$ cat config.mk
export PLATFORM = sky130hd
export DESIGN_NAME = svenc_top
export DESIGN_NICKNAME = d
export VERILOG_FILES = /design/src/rtl/svenc_pkg.sv /design/src/rtl/svenc_lane_mux.sv /design/src/rtl/svenc_scrambler.sv /design/src/rtl/svenc_nrzi.sv /design/src/rtl/svenc_top.sv
export SDC_FILE = /design/constraint.sdc
export NUM_CORES = 1
export LEC_CHECK = 0
export CAP_MARGIN = 20
export CORE_UTILIZATION = 46
export DETAILED_ROUTE_END_ITERATION = 16
export HOLD_SLACK_MARGIN = 0.08
export PLACE_DENSITY_LB_ADDON = 0.08
export SYNTH_ARGS = -nofsm -noshare
export SYNTH_HDL_FRONTEND = slang
export SYNTH_SLANG_ARGS = --single-unit
$ cat constraint.sdc
create_clock -name clk -period 2.9 [get_ports clk]
set_clock_uncertainty 0.15 [all_clocks]
set_input_delay 0.58 -clock clk [delete_from_list [all_inputs] [get_ports clk]]
set_output_delay 0.58 -clock clk [all_outputs]
set_load 0.01 [all_outputs]
$ cat src/rtl/svenc_pkg.sv
package svenc_pkg;
  // scrambler taps of x^9 + x^4 + 1
  localparam int SCR_TAP_NEAR = 4;
  localparam int SCR_TAP_FAR  = 9;

  typedef enum logic {
    ILV_WORD = 1'b0,  // chroma word then luma word
    ILV_BIT  = 1'b1   // chroma/luma bits alternate
  } ilv_mode_e;
endpackage

$ cat src/rtl/svenc_lane_mux.sv
module svenc_lane_mux #(
  parameter int WORD_W = 10,
  parameter svenc_pkg::ilv_mode_e ILV = svenc_pkg::ILV_WORD,
  localparam int BITS = 2 * WORD_W
) (
  input  logic [WORD_W-1:0] luma,
  input  logic [WORD_W-1:0] chroma,
  output logic [BITS-1:0]   ser
);
  generate
    if (ILV == svenc_pkg::ILV_WORD) begin : g_word
      assign ser = {luma, chroma};
    end else begin : g_bit
      for (genvar k = 0; k < WORD_W; k++) begin : g_pair
        assign ser[2*k]   = chroma[k];
        assign ser[2*k+1] = luma[k];
      end
    end
  endgenerate
endmodule

$ cat src/rtl/svenc_scrambler.sv
module svenc_scrambler #(
  parameter int BITS = 20,
  parameter int NEAR = svenc_pkg::SCR_TAP_NEAR,
  parameter int FAR  = svenc_pkg::SCR_TAP_FAR,
  localparam int EXT = FAR + BITS
) (
  input  logic            clk,
  input  logic            rst,
  input  logic            adv,
  input  logic [BITS-1:0] d,
  output logic [BITS-1:0] s,
  output logic [FAR-1:0]  state_q
);
  logic [FAR-1:0] state_d;

  // ext[FAR-1] is the most recent history bit, ext[FAR+i] is serial bit i
  always_comb begin
    logic [EXT-1:0] ext;
    ext = '0;
    ext[FAR-1:0] = state_q;
    for (int i = 0; i < BITS; i++) begin
      ext[FAR+i] = d[i] ^ ext[FAR+i-NEAR] ^ ext[i];
    end
    s       = ext[EXT-1:FAR];
    state_d = ext[EXT-1:BITS];
  end

  always_ff @(posedge clk) begin
    if (rst)      state_q <= '0;
    else if (adv) state_q <= state_d;
  end
endmodule

$ cat src/rtl/svenc_nrzi.sv
module svenc_nrzi #(
  parameter int BITS = 20
) (
  input  logic            clk,
  input  logic            rst,
  input  logic            adv,
  input  logic [BITS-1:0] s,
  output logic [BITS-1:0] t,
  output logic            last_q
);
  always_comb begin
    logic lvl;
    lvl = last_q;
    for (int i = 0; i < BITS; i++) begin
      lvl  = lvl ^ s[i];
      t[i] = lvl;
    end
  end

  always_ff @(posedge clk) begin
    if (rst)      last_q <= 1'b0;
    else if (adv) last_q <= t[BITS-1];
  end
endmodule

$ cat src/rtl/svenc_top.sv
module svenc_top #(
  parameter int WORD_W = 10,
  parameter svenc_pkg::ilv_mode_e ILV = svenc_pkg::ILV_WORD,
  localparam int BITS = 2 * WORD_W,
  localparam int SW   = svenc_pkg::SCR_TAP_FAR
) (
  input  logic              clk,
  input  logic              rst,
  input  logic              in_vld,
  input  logic [WORD_W-1:0] luma_in,
  input  logic [WORD_W-1:0] chroma_in,
  output logic              out_vld,
  output logic [BITS-1:0]   out_word
);
  logic [BITS-1:0] ser_d;
  logic [BITS-1:0] scr_bits;
  logic [BITS-1:0] line_bits;
  logic [SW-1:0]   scr_state_q;
  logic            nrzi_last_q;

  svenc_lane_mux #(.WORD_W(WORD_W), .ILV(ILV)) u_mux (
    .luma(luma_in), .chroma(chroma_in), .ser(ser_d)
  );

  svenc_scrambler #(.BITS(BITS)) u_scr (
    .clk(clk), .rst(rst), .adv(in_vld), .d(ser_d),
    .s(scr_bits), .state_q(scr_state_q)
  );

  svenc_nrzi #(.BITS(BITS)) u_nrzi (
    .clk(clk), .rst(rst), .adv(in_vld), .s(scr_bits),
    .t(line_bits), .last_q(nrzi_last_q)
  );

  always_ff @(posedge clk) begin
    if (rst) begin
      out_vld  <= 1'b0;
      out_word <= '0;
    end else begin
      out_vld <= in_vld;
      if (in_vld) out_word <= line_bits;
    end
  end
endmodule

### Yosys cells after proc, flatten, opt, wreduce, memory -nomap -nowiden

Index checks and enable logic that the tools add are counted.
Widths: inputs -> output; s select.

* add/sub/neg operators: 0
* multipliers: 0
* divide/modulo/power cells: 0
* $lt $le $gt $ge: 0
* eq/ne operators: 0
* shift-type cells: 0
* mux-type cells: 0
* bitwise gates (word level): 60
* reductions and logical operators: 0

Operator list (number)
* $xor 1x1->1: 60

* bits in registers: 31
* bits in latches: 0
* memory bits (writable): 0
* bits in read-only memories: 0
* input port bits: 23
* output and inout bits: 21
* memories: 0

### Longest topological paths before layout

* depth in word-level cells: 22
* gate-level depth with buffers: 7
* gate-level depth less buffers: 7

### Modules after synthesis

A second synthesis with hierarchy kept.

* cell total of the unflattened synthesis: 206
* area total of the unflattened synthesis: 2334.7 sq um

By module, submodules not included
* svenc_scrambler: times used 1, cells an instance 74, area each 889.6 sq um, seq. area each 180.2 sq um
* svenc_top: times used 1, cells an instance 67, area each 760.7 sq um, seq. area each 420.4 sq um
* svenc_nrzi: times used 1, cells an instance 45, area each 534.3 sq um, seq. area each 20.0 sq um
* svenc_lane_mux: times used 1, cells an instance 20, area each 150.1 sq um, seq. area each 0.0 sq um

### Least setup slack after synthesis

Ideal clock, no wire load.

* path type: input to register
* start: in chroma_in[6]
* end: reg out_word[12]
* arrival time: 2625 ps
* path slack: 39 ps
* cell stages on the path: 7
* cell sequence: xnor2_1 > xor2_1 > xnor3_2 > xnor2_2 > xor3_2 > xor2_1 > a211oi_1

* cells in the longest elaborated chain, start to end: 9

RTL lines
* from (decl): line svenc_top.sv:11 `input logic [WORD_W-1:0] chroma_in,`
* $xor 1x1->1 (*) (2 in series): line svenc_scrambler.sv:22 `ext[FAR+i] = d[i] ^ ext[FAR+i-NEAR] ^ ext[i];`
* $xor 1x1->1 (4 in series): line svenc_nrzi.sv:15 `lvl = lvl ^ s[i];`
* $xor 1x1->1 (*) (3 in series): line svenc_nrzi.sv:15
* to (signal assigned): line svenc_top.sv:41 `if (in_vld) out_word <= line_bits;`
* to (decl): line svenc_top.sv:13 `output logic [BITS-1:0] out_word`

Every way passes the cells marked *; elsewhere a longest branch is shown, timed or not.
A chain may end at the register's enable or synchronous reset.

### Worst setup path in the final report

* start: in chroma_in[7]
* end: reg out_word[19]

* cells in the longest elaborated chain, start to end: 15

RTL lines (line)
* $xor 1x1->1 (*) (2 in series): svenc_scrambler.sv:22
* $xor 1x1->1 (12 in series): svenc_nrzi.sv:15
* $xor 1x1->1 (*): svenc_nrzi.sv:15

Marked as above.

==> flow_metrics.env <==
export IMPL_ctsHtreeMaxLevel=2
export IMPL_cts_root_buf="clkbuf_8"
export IMPL_floorplan_initialDensity_pct=48.7
export IMPL_synth_largest_area_cell="dfxtp_1"
export IMPL_grt_max_degree=30
export IMPL_slew_violations=0
export IMPL_compound_gate_portion_of_the_synthesized_area_pct=4.78
export IMPL_drtPass1Iterations=4
export IMPL_synth_top_family_by_area="XOR/XNOR gates"
export IMPL_dp_cells=301
export IMPL_setup_violations=0
export IMPL_syn_area_per_cell_sq_um=11.4
export IMPL_overflow_left_after_global_routing=0
export IMPL_reg2regPathDepth=7
export IMPL_n_antenna_cell=0
export IMPL_layout_cell_share_with_drive_strength_beyond_1_pct=25.0
export IMPL_netlist_top_cells_count="xnor2_1 (34), dfxtp_1 (30), nor2_1 (25)"
export IMPL_design_core_area_sq_um=4090
export IMPL_drv_max_cap_violation_count=0
export IMPL_synth_ff_latch_count=30
export IMPL_route_antenna_remaining_nets=0
export IMPL_reg2reg_setup_slack_ns=0.22
export IMPL_detailedRoute_firstIterationViolations=26
export IMPL_finalHoldViolCount=0
export IMPL_worst_slew_margin_rel_pct=71.0
export IMPL_max_clock_path_buffers=2
export IMPL_place_detailed_hpwl_um=3660
export IMPL_number_of_global_route_vias_before_repair=1468
export IMPL_end_kind="register"
export IMPL_track_usage_pct=21.4
export IMPL_cts_tree="done"
export IMPL_worstMarginPinSlew_ns=0.432
export IMPL_drt_vias_per_instance=4.72
export IMPL_placement_setup_worst_slack_ns=-0.433
export IMPL_run_status="completed"
export IMPL_vias=1464
export IMPL_wl_per_cell_um=14.7
export IMPL_cp_required_ns=2.93
export IMPL_detail_route_drc_violations=0
export IMPL_clock_insertion_delay_worst_skew_ns=0.28
export IMPL_die_area_sq_um=4590
export IMPL_worst_reg2reg_endpoint="out_word[12]"
export IMPL_yosys_area_share_xor_xnor_pct=47.5
export IMPL_fin_worst_hold_slack_ns=0.337
export IMPL_synth_yosys_seq_area_share_pct=30.2
export IMPL_post_synth_edffs=0
export IMPL_async_reset_ff_share_pct=0
export IMPL_cts_num_sinks=30
export IMPL_postLayoutSetupSlackWorst_ns=0.0317
export IMPL_tritoncts_num_buffers=5
export IMPL_die_w_um=67.8
export IMPL_synth_simple_gate_area_share_pct=6.98
export IMPL_stdcell_count=310
export IMPL_number_of_port_buffers=43
export IMPL_clkSlewWorstSetupHoldPaths_ns=0.07
export IMPL_synth_most_common_cell="xnor2_1"
export IMPL_syn_nets=198
export IMPL_routed_wl_um=4570
export IMPL_hold_class="register to register"
export IMPL_cp_arrival_ns=2.89
export IMPL_synthMuxAreaShare_pct=8.55
export IMPL_nNetsFinal=282
export IMPL_worstHoldPathCells=2
export IMPL_crit_type="primary input to register"
export IMPL_unrepaired_setup_endpoints_after_global_routing="false"
export IMPL_die_h_um=67.8
export IMPL_cp_max_fo=4
export IMPL_holdCritStartpoint="out_word[0]"
export IMPL_crit_reg2reg_launch="u_scr.state_q[8]"
export IMPL_worst_setup_path_start_kind="primary input"
export IMPL_globalplace_congestion=0.887
export IMPL_whs_endpoint="out_word[0]"
export IMPL_ys_dominant_reg_cell="dfxtp_1"
export IMPL_yosys_area_top_type_share_pct=30.2
export IMPL_final_period_utilization_pct=98.9
export IMPL_ys_warnings_count=0
export IMPL_synthToLayoutAreaGrowth_pct=44.3
export IMPL_grt_antenna_before_repair=0
export IMPL_ys_types=26
export IMPL_num_rows=23
export IMPL_syn_instance_count=175
export IMPL_max_freq_mhz=349
export IMPL_design_portCount=44
export IMPL_post_synth_fa_ha_maj_area_fraction_pct=0
export IMPL_yosys_top_cells_area="dfxtp_1 (30%), xnor2_1 (15%), xnor3_1 (11%)"
export IMPL_cts_hold_buffers=0
export IMPL_wire_length_of_the_first_global_routing_pass_um=6910
export IMPL_period_needed_ns=2.87
export IMPL_syn_area_sq_um=1990
==> worst max-delay path by stage <==
stage / depth (start not counted) / end / slack [ns] / from
floorplan: 7 / out_word[12] / 0.04 / chroma_in[6]
global placement: 8 / out_word[12] / -0.36 / chroma_in[0]
detailed placement: 8 / out_word[12] / -0.43 / chroma_in[0]
CTS: 9 / out_word[19] / 0.05 / chroma_in[7]
global route: 9 / out_word[15] / 0.0008 / chroma_in[1]
finish: 9 / out_word[19] / 0.03 / chroma_in[7]
==> final cells by class <==
type | count | area (sq um)
clock buffer | 6 | 82.6
fill | 316 | 1210
inverter | 2 | 7.51
timing repair buffer | 85 | 743
multi-input combinational | 135 | 1360
clock inverter | 2 | 12.5
sequential | 30 | 601
tap | 50 | 62.6
==> critical path, cell delays in order <==
cell and delay, ns:
clkdlybuf4s50_1 0.53, xor2_2 0.21, xor2_1 0.23, xnor3_2 0.40
buf_4 0.17, xnor2_1 0.24, xnor2_1 0.13, buf_4 0.15
a211o_1 0.24
==> per-stage QoR <==
step                setup TNS [ns]  cell area, sq um  utilization, %
global route                     0              2870            70.3
CTS                              0              2850            69.7
global placement             -2.69              2760            67.5
finish                           0              2870            70.3
detailed placement           -3.57              2760            67.5
floorplan                        0              1990               -
==> routing by layer <==
| metal | vias to the layer above | global-route usage (%) | part of all wire [%] |
|---|---|---|---|
| li1 | 743 | - | - |
| met1 | 682 | 24.6 | 43 |
| met2 | 34 | 38.7 | 53 |
| met3 | 5 | 3.21 | 2.7 |
| met4 | 0 | 9.38 | 1.5 |
| met5 | - | 0 | 0 |
==> flip-flops by register name (all words and copies together), names as in the netlist <==
| register | flops |
|---|---|
| out_word | 20 |
| u_scr.state_q | 9 |
| out_vld | 1 |
==> placed cells by master, fill, tap and decap left out, types with 3 or more instances in the layout <==
cell,count
nor2_1,25
clkbuf_8,6
buf_4,42
xor2_2,3
xnor3_2,3
xor2_1,17
a211oi_1,8
xnor2_2,5
xnor2_1,32
xnor3_1,10
clkdlybuf4s50_1,41
mux2i_1,17
dfxtp_1,30
==> repair_timing <==
action | 4_1_cts | 5_1_grt
setup endpoints to repair | 1 | 3
resized for setup | 2 | 2
setup buffers | 0 | 1
cloned | 0 | 0
pin swaps | 5 | 0
==> cells by family (layout without fill, tap and decap cells) <==
family                    count (synthesis)  after routing
xor gates and xnor gates                 74             74
AOI/OAI and AO/OA                        12             12
muxes                                    17             17
DFF                                      30             30
buffers and inverters                    10             95
and+or+nand+nor                          32             32
Power is left out: the tool's default activity adds up to more than one toggle a clock period on the data nets, which glitch-free logic cannot reach.
